<file path="config.mk">
export PLATFORM = sky130hd
export DESIGN_NAME = acc_bus_datapath
export DESIGN_NICKNAME = d
export VERILOG_FILES = /design/src/rtl/acc_dp_pkg.sv /design/src/rtl/acc_dp_store.sv /design/src/rtl/acc_dp_busmux.sv /design/src/rtl/acc_dp_alu.sv /design/src/rtl/acc_bus_datapath.sv
export SDC_FILE = /design/constraint.sdc
export NUM_CORES = 1
export LEC_CHECK = 0
export BUFFER_PORTS_ARGS = -buffer_cell sky130_fd_sc_hd__buf_2
export CAP_MARGIN = 15
export CORE_UTILIZATION = 40
export DETAILED_ROUTE_END_ITERATION = 8
export HOLD_SLACK_MARGIN = 0.08
export PLACE_DENSITY_LB_ADDON = 0.12
export SYNTH_ARGS = -nofsm -noshare
export SYNTH_HDL_FRONTEND = slang
export SYNTH_SLANG_ARGS = --single-unit
</file>
<file path="constraint.sdc">
create_clock -name clk -period 3.66 [get_ports clk]
set_input_delay 0.183 -clock clk [delete_from_list [all_inputs] [get_ports clk]]
set_output_delay 0.183 -clock clk [all_outputs]
set_load 0.05 [all_outputs]
</file>
<file path="src/rtl/acc_dp_pkg.sv">
package acc_dp_pkg;

   typedef enum logic [1:0] {
      FN_ZERO = 2'b00,
      FN_DEC  = 2'b01,
      FN_INC  = 2'b10,
      FN_ADD  = 2'b11
   } alu_fn_e;

   localparam int NSRC     = 4;
   localparam int SRC_PC   = 0;
   localparam int SRC_MDR  = 1;
   localparam int SRC_OPND = 2;
   localparam int SRC_ACC  = 3;

endpackage

</file>
<file path="src/rtl/acc_dp_store.sv">
module acc_dp_store #(
   parameter int DW = 8,
   parameter int AW = 5
) (
   input  logic          clk,
   input  logic          ld_en,
   input  logic [AW-1:0] ld_addr,
   input  logic [DW-1:0] ld_data,
   input  logic          wr_en,
   input  logic [AW-1:0] wr_addr,
   input  logic [DW-1:0] wr_data,
   input  logic [AW-1:0] rd_addr,
   output logic [DW-1:0] rd_data
);
   localparam int DEPTH = 1 << AW;

   logic [DW-1:0] words [DEPTH];

   always_ff @(posedge clk) begin
      if (ld_en) begin
         words[ld_addr] <= ld_data;
      end else if (wr_en) begin
         words[wr_addr] <= wr_data;
      end
   end

   assign rd_data = words[rd_addr];

endmodule

</file>
<file path="src/rtl/acc_dp_busmux.sv">
module acc_dp_busmux #(
   parameter int N = 4,
   parameter int W = 8
) (
   input  logic [N-1:0]        sel,
   input  logic [N-1:0][W-1:0] din,
   output logic [W-1:0]        dout,
   output logic                conflict
);
   logic [N-1:0][W-1:0] gated;

   generate
      for (genvar g = 0; g < N; g++) begin : g_lane
         assign gated[g] = sel[g] ? din[g] : '0;
      end
   endgenerate

   always_comb begin
      logic seen;
      dout     = '0;
      seen     = 1'b0;
      conflict = 1'b0;
      for (int i = 0; i < N; i++) begin
         dout = dout | gated[i];
         if (sel[i]) begin
            if (seen) conflict = 1'b1;
            seen = 1'b1;
         end
      end
   end

endmodule

</file>
<file path="src/rtl/acc_dp_alu.sv">
module acc_dp_alu
   import acc_dp_pkg::*;
#(
   parameter int DW = 8
) (
   input  logic [DW-1:0] a,
   input  logic [DW-1:0] b,
   input  logic [1:0]    fn,
   output logic [DW-1:0] y,
   output logic          cy,
   output logic          zero
);
   logic [DW:0] wide;

   always_comb begin
      case (alu_fn_e'(fn))
         FN_ZERO: wide = '0;
         FN_DEC:  wide = {1'b0, a} - (DW+1)'(1);
         FN_INC:  wide = {1'b0, a} + (DW+1)'(1);
         default: wide = {1'b0, a} + {1'b0, b};
      endcase
   end

   assign y    = wide[DW-1:0];
   assign cy   = wide[DW];
   assign zero = (wide[DW-1:0] == '0);

endmodule

</file>
<file path="src/rtl/acc_bus_datapath.sv">
module acc_bus_datapath
   import acc_dp_pkg::*;
#(
   parameter int DW  = 8,
   parameter int AW  = 5,
   parameter int OPW = 3
) (
   input  logic          clk,
   input  logic          rst,
   input  logic          load_en,
   input  logic [AW-1:0] load_addr,
   input  logic [DW-1:0] load_data,
   input  logic          drv_pc,
   input  logic          drv_mdr,
   input  logic          drv_opnd,
   input  logic          drv_acc,
   input  logic          ld_mar,
   input  logic          ld_mdr,
   input  logic          mem_rd,
   input  logic          mem_wr,
   input  logic          ld_ir,
   input  logic          ld_pc,
   input  logic          pc_inc,
   input  logic          ld_acc,
   input  logic          alu_wr,
   input  logic [1:0]    alu_fn,
   output logic [DW-1:0] bus_out,
   output logic [OPW-1:0] opcode,
   output logic          flag_z,
   output logic          flag_c,
   output logic          bus_conflict
);
   localparam int OPNDW = DW - OPW;

   generate
      if (OPW + AW != DW) begin : g_bad_split
         $error("opcode and operand widths must fill the word exactly");
      end
      if (AW < 1 || OPW < 1) begin : g_bad_width
         $error("address and opcode widths must be positive");
      end
   endgenerate

   logic [AW-1:0] pc_q, mar_q;
   logic [DW-1:0] mdr_q, ir_q, acc_q;
   logic          z_q, c_q;

   logic [NSRC-1:0]         src_sel;
   logic [NSRC-1:0][DW-1:0] src_val;
   logic [DW-1:0]           bus;
   logic                    conflict;
   logic [DW-1:0]           store_rd;
   logic [DW-1:0]           alu_y;
   logic                    alu_cy, alu_zero;

   always_comb begin
      src_sel           = '0;
      src_sel[SRC_PC]   = drv_pc;
      src_sel[SRC_MDR]  = drv_mdr;
      src_sel[SRC_OPND] = drv_opnd;
      src_sel[SRC_ACC]  = drv_acc;
      src_val           = '0;
      src_val[SRC_PC]   = DW'(pc_q);
      src_val[SRC_MDR]  = mdr_q;
      src_val[SRC_OPND] = DW'(ir_q[OPNDW-1:0]);
      src_val[SRC_ACC]  = acc_q;
   end

   acc_dp_busmux #(.N(NSRC), .W(DW)) u_bus (
      .sel      (src_sel),
      .din      (src_val),
      .dout     (bus),
      .conflict (conflict)
   );

   acc_dp_store #(.DW(DW), .AW(AW)) u_store (
      .clk     (clk),
      .ld_en   (load_en),
      .ld_addr (load_addr),
      .ld_data (load_data),
      .wr_en   (mem_wr),
      .wr_addr (mar_q),
      .wr_data (mdr_q),
      .rd_addr (mar_q),
      .rd_data (store_rd)
   );

   acc_dp_alu #(.DW(DW)) u_alu (
      .a    (acc_q),
      .b    (bus),
      .fn   (alu_fn),
      .y    (alu_y),
      .cy   (alu_cy),
      .zero (alu_zero)
   );

   always_ff @(posedge clk) begin
      if (rst) begin
         pc_q  <= '0;
         mar_q <= '0;
      end else begin
         if (ld_mar) mar_q <= bus[AW-1:0];
         if (ld_pc) begin
            pc_q <= bus[AW-1:0];
         end else if (pc_inc) begin
            pc_q <= pc_q + AW'(1);
         end
      end
   end

   always_ff @(posedge clk) begin
      if (rst) begin
         mdr_q <= '0;
         ir_q  <= '0;
      end else begin
         if (mem_rd) begin
            mdr_q <= store_rd;
         end else if (ld_mdr) begin
            mdr_q <= bus;
         end
         if (ld_ir) ir_q <= bus;
      end
   end

   always_ff @(posedge clk) begin
      if (rst) begin
         acc_q <= '0;
         z_q   <= 1'b0;
         c_q   <= 1'b0;
      end else if (alu_wr) begin
         acc_q <= alu_y;
         z_q   <= alu_zero;
         c_q   <= alu_cy;
      end else if (ld_acc) begin
         acc_q <= bus;
      end
   end

   assign bus_out      = bus;
   assign opcode       = ir_q[DW-1 -: OPW];
   assign flag_z       = z_q;
   assign flag_c       = c_q;
   assign bus_conflict = conflict;

endmodule

</file>
==> impl_summary.txt <==
----------------------------------------------------
[Route]
  Average wire per standard cell ... around 24 µm
  DRT antenna net count ... 0
  Initial drt markers ... slightly below 500
  DRC errors left ... 0
  Number of vias after detailed routing ... roughly 6900
  DR vias/cell ... about 5.6
  Number of search-and-repair iterations in the first detailed-routing pass ... 5
  Post-Route WL ... 29300 µm

[Timing]
  Setup violation total in the final timing report ... 0
  Transition time of the tightest slew-check pin ... about 900 ps
  Fmax ... 330 MHz
  Final max-slew violation count ... 0
  Unrepaired setup endpoints after global routing ... false
  Final worst-path cycle share ... 0.827
  Worst Clk Skew ... roughly 11 ps
  Post-Route Setup TNS ... 0 ps
  Relative slew slack ... 0.404
  Worst Hold Slack ... ~110 ps
  Final critical-path required period ... ~3000 ps
  Final hold violation count ... 0

[Critical path]
  Classification of the worst setup path ... reg2reg
  Longest individual stage delay on the worst path ... 430 ps
  Worst reg2reg endpoint ... flag_z
  Data required time at the worst endpoint ... approximately 4100 ps
  Crit-path cells ... a22o_1 -> a221oi_1 -> buf_4 -> nand2_1 -> ha_1 -> inv_1 -> fa_1 -> and2b_1 -> o22ai_2 -> xnor2_1 -> o31a_1 -> a2111o_1 -> o31ai_2
  Setup crit end kind ... flip-flop
  Arrival time at the worst endpoint ... between 3000 and 4000 ps
  Startpoint of the most critical register-to-register path ... pc_q[0]
  Critical path buffer and inverter count ... 2
  Slowest cell on the critical path ... sky130_fd_sc_hd__fa_1
  Worst-path maximum fanout ... 7
  Launching element type of the critical path ... flip-flop
  Register-to-register path setup slack ... about 630 ps
  Worst path depth ... 13
  Kind of cell adding the most delay to the critical path ... compound AO/OA/AOI/OAI gates
  Number of cells on the worst reg-to-reg path ... 13

[Clock tree]
  Root buffer cell ... sky130_fd_sc_hd__clkbuf_16
  Worst-Skew Late Latency ... about 500 ps
  CTS HTree Levels ... 2
  TritonCTS clock tree ... done
  Total clock buffers created by CTS ... 34
  Clock sink count ... between 200 and 300
  Maximum root-to-sink buffer count ... 3
  Reg clk slew, reported paths ... about 60 ps

[Yosys]
  Cell variety after synth ... 56
  Post-Syn Area ... about 12000 µm²
  Net count after synthesis ... roughly 800
  Most frequent cell after synthesis ... sky130_fd_sc_hd__edfxtp_1
  Number of register bits inferred by synthesis ... ~300
  Cell taking the most area after synthesis ... sky130_fd_sc_hd__edfxtp_1
  Cells after Synth ... between 700 and 800
  Main flop type after synthesis ... sky130_fd_sc_hd__edfxtp_1
  Yosys top cell area share ... 0.621
  Top cell types by occurrence after synthesis ... sky130_fd_sc_hd__edfxtp_1 (256), sky130_fd_sc_hd__nor2_1 (79), sky130_fd_sc_hd__mux4_2 (54)
  Top area cells in the synthesized netlist ... sky130_fd_sc_hd__edfxtp_1 (62%), sky130_fd_sc_hd__mux4_2 (9.8%), sky130_fd_sc_hd__dfxtp_1 (6.6%)
  Post-synthesis async set-or-reset flop share ... 0
  Register area share after synthesis ... 0.687
  Number of flops mapped to enable cells by yosys ... around 260
  Ys Warns ... 0
  Avg Inst Size Synth ... approximately 16 µm²

[Placed design]
  Routability congestion estimate from global placement ... around 0.86
  Detail Placement HPWL ... between 15000 and 20000 µm
  Count of buffers inserted at the top-level ports ... 44

[Floorplan]
  Die footprint ... 31700 µm²
  Number of top-level design ports ... between 40 and 50
  Horizontal die dimension ... 178 µm
  Initial core utilization ... 0.406
  Num rows ... 64
  Core Region ... 30500 µm²
  Die boundary height ... 178 µm

[Min path]
  Hold Crit Depth ... 3
  Hold wc startpoint ... alu_wr
  Worst Hold End ... acc_q[7]
  Class of the tightest hold or removal check ... in2reg

[Power and ir drop]
  Leakage power figure ... approximately 4.7 nW
  Total power divided by cell area ... 567 nW/µm²
  Worst IR Drop VDD ... roughly 400 µV

[GRT]
  GR Overflow Total ... 0
  Vias in the first global route ... between 7000 and 8000
  Global Route Usage Sum ... 0.192
  Number of antenna violations at the first check in global routing ... 0
  Largest net degree at the start of global routing ... 39
  Wire length of the first global-routing pass ... about 44000 µm

[Cells and area]
  Fraction of final layout cells sized beyond drive strength 1 ... 0.228
  Final net count ... between 800 and 900
  Antenna Cells ... 0
  Growth of design area from synthesis to finish ... 14.1%

[Outcome]
  Status ... completed

[Flow run]
  Maximum Capacitance Violations ... 0

----------------------------------------------------
-- worst min-delay path, delay by kind of cell --
family,cells,cell delay [ps]
and+or+nand+nor,1,50
buffers and inverters,1,180
AOI/OAI and AO/OA,1,140
-- report_power, final --
group          internal (mW)  switching (mW)
clock network           1.88            1.27
registers               3.81          0.0903
logic                  0.363           0.599
-- flip-flops by register name, indices dropped and copies added, names as in the netlist, named ones only --
name	count
u_store.words	256
acc_q	8
ir_q	8
mdr_q	8
mar_q	5
pc_q	5
flag_c	1
flag_z	1
-- area by class of cell --
type                            instances  area [µm²]
Inverter                               18        67.6
Clock inverter                         17         133
Timing Repair Buffer                   67         425
Tap cell                              396         495
Sequential cell                       297        8510
Fill cell                            2629       16400
Multi-Input combinational cell        398        3590
Clock buffer                           41         898
-- stage by stage --
step | setup WS, ps | instance area [µm²] | utilization | power, mW | cells
5_1_grt | 472 | 14100 | 0.463 | 8.29 | 1234
2_1_floorplan | 707 | 12400 | - | 4.59 | 754
6_report | 633 | 14100 | 0.463 | 8.02 | 1234
4_1_cts | 644 | 14100 | 0.463 | 8.09 | 1234
3_3_place_gp | 644 | 13100 | 0.428 | 4.92 | 1173
3_5_place_dp | 599 | 13100 | 0.428 | 4.94 | 1173
-- logic make-up after synthesis --
| logic type | Yosys count | share of synthesized area |
|---|---|---|
| muxes | 108 | 0.144 |
| AOI/OAI and AO/OA | 123 | 0.0734 |
| and+or+nand+nor | 143 | 0.0512 |
| adders and majority gates | 14 | 0.0146 |
| xor gates and xnor gates | 10 | 0.00707 |
| DFF | 297 | 0.687 |
| buffers and inverters | 59 | 0.0227 |
-- per-layer routing --
metal | track usage | vias to the layer above | share of wire | wire [µm]
li1 | - | 3114 | - | -
met1 | 0.261 | 3561 | 0.45 | 13100
met2 | 0.319 | 157 | 0.49 | 14300
met3 | 0.0285 | 50 | 0.042 | 1230
met4 | 0.0563 | 0 | 0.023 | 678
met5 | 0 | - | 0 | 0
-- layout by cell type (no fill, tap or decap), types with 3 or more instances in the layout --
| cell | synthesis | routed |
|---|---|---|
| sky130_fd_sc_hd__mux2_2 | 20 | 20 |
| sky130_fd_sc_hd__and2_1 | 3 | 3 |
| sky130_fd_sc_hd__o22ai_1 | 13 | 13 |
| sky130_fd_sc_hd__dfxtp_1 | 41 | 38 |
| sky130_fd_sc_hd__clkbuf_1 | 18 | 6 |
| sky130_fd_sc_hd__inv_1 | 18 | 18 |
| sky130_fd_sc_hd__a22oi_1 | 10 | 10 |
| sky130_fd_sc_hd__o21ai_0 | 13 | 13 |
| sky130_fd_sc_hd__nand2b_1 | 7 | 7 |
| sky130_fd_sc_hd__a32oi_1 | 3 | 3 |
| sky130_fd_sc_hd__clkinv_1 | 0 | 7 |
| sky130_fd_sc_hd__clkinv_2 | 0 | 6 |
| sky130_fd_sc_hd__a21oi_1 | 13 | 13 |
| sky130_fd_sc_hd__buf_2 | 9 | 44 |
| sky130_fd_sc_hd__xor2_1 | 4 | 4 |
| sky130_fd_sc_hd__xnor2_1 | 6 | 6 |
| sky130_fd_sc_hd__a211oi_1 | 27 | 27 |
| sky130_fd_sc_hd__nor3_1 | 4 | 4 |
| sky130_fd_sc_hd__edfxtp_1 | 256 | 256 |
| sky130_fd_sc_hd__mux2i_1 | 34 | 34 |
| sky130_fd_sc_hd__buf_4 | 8 | 18 |
| sky130_fd_sc_hd__nand2_1 | 27 | 27 |
| sky130_fd_sc_hd__a21boi_0 | 7 | 7 |
| sky130_fd_sc_hd__a22o_1 | 7 | 7 |
| sky130_fd_sc_hd__nand3b_1 | 4 | 4 |
| sky130_fd_sc_hd__dlygate4sd3_1 | 0 | 3 |
| sky130_fd_sc_hd__mux4_2 | 54 | 54 |
| sky130_fd_sc_hd__a221o_1 | 12 | 12 |
| sky130_fd_sc_hd__ha_1 | 12 | 12 |
| sky130_fd_sc_hd__clkbuf_16 | 0 | 35 |
| sky130_fd_sc_hd__nor2_1 | 79 | 79 |
| sky130_fd_sc_hd__nor2b_1 | 7 | 7 |
-- how the worst max path moves through the flow --
| stage | start | end | slack [ps] |
|---|---|---|---|
| global route | pc_q[0] | flag_z | 470 |
| CTS | pc_q[0] | flag_z | 640 |
| global placement | alu_fn[0] | flag_z | 640 |
| detailed placement | alu_fn[0] | flag_z | 600 |
| floorplan | pc_q[0] | flag_z | 710 |
| finish | pc_q[0] | flag_z | 630 |
-- timing repair --
item,4_1_cts,5_1_grt
hold buffers,3,0
hold endpoints to repair,21,0
gates resized for setup,0,0
buffers inserted,0,0
(Power assumes the default switching activity.)
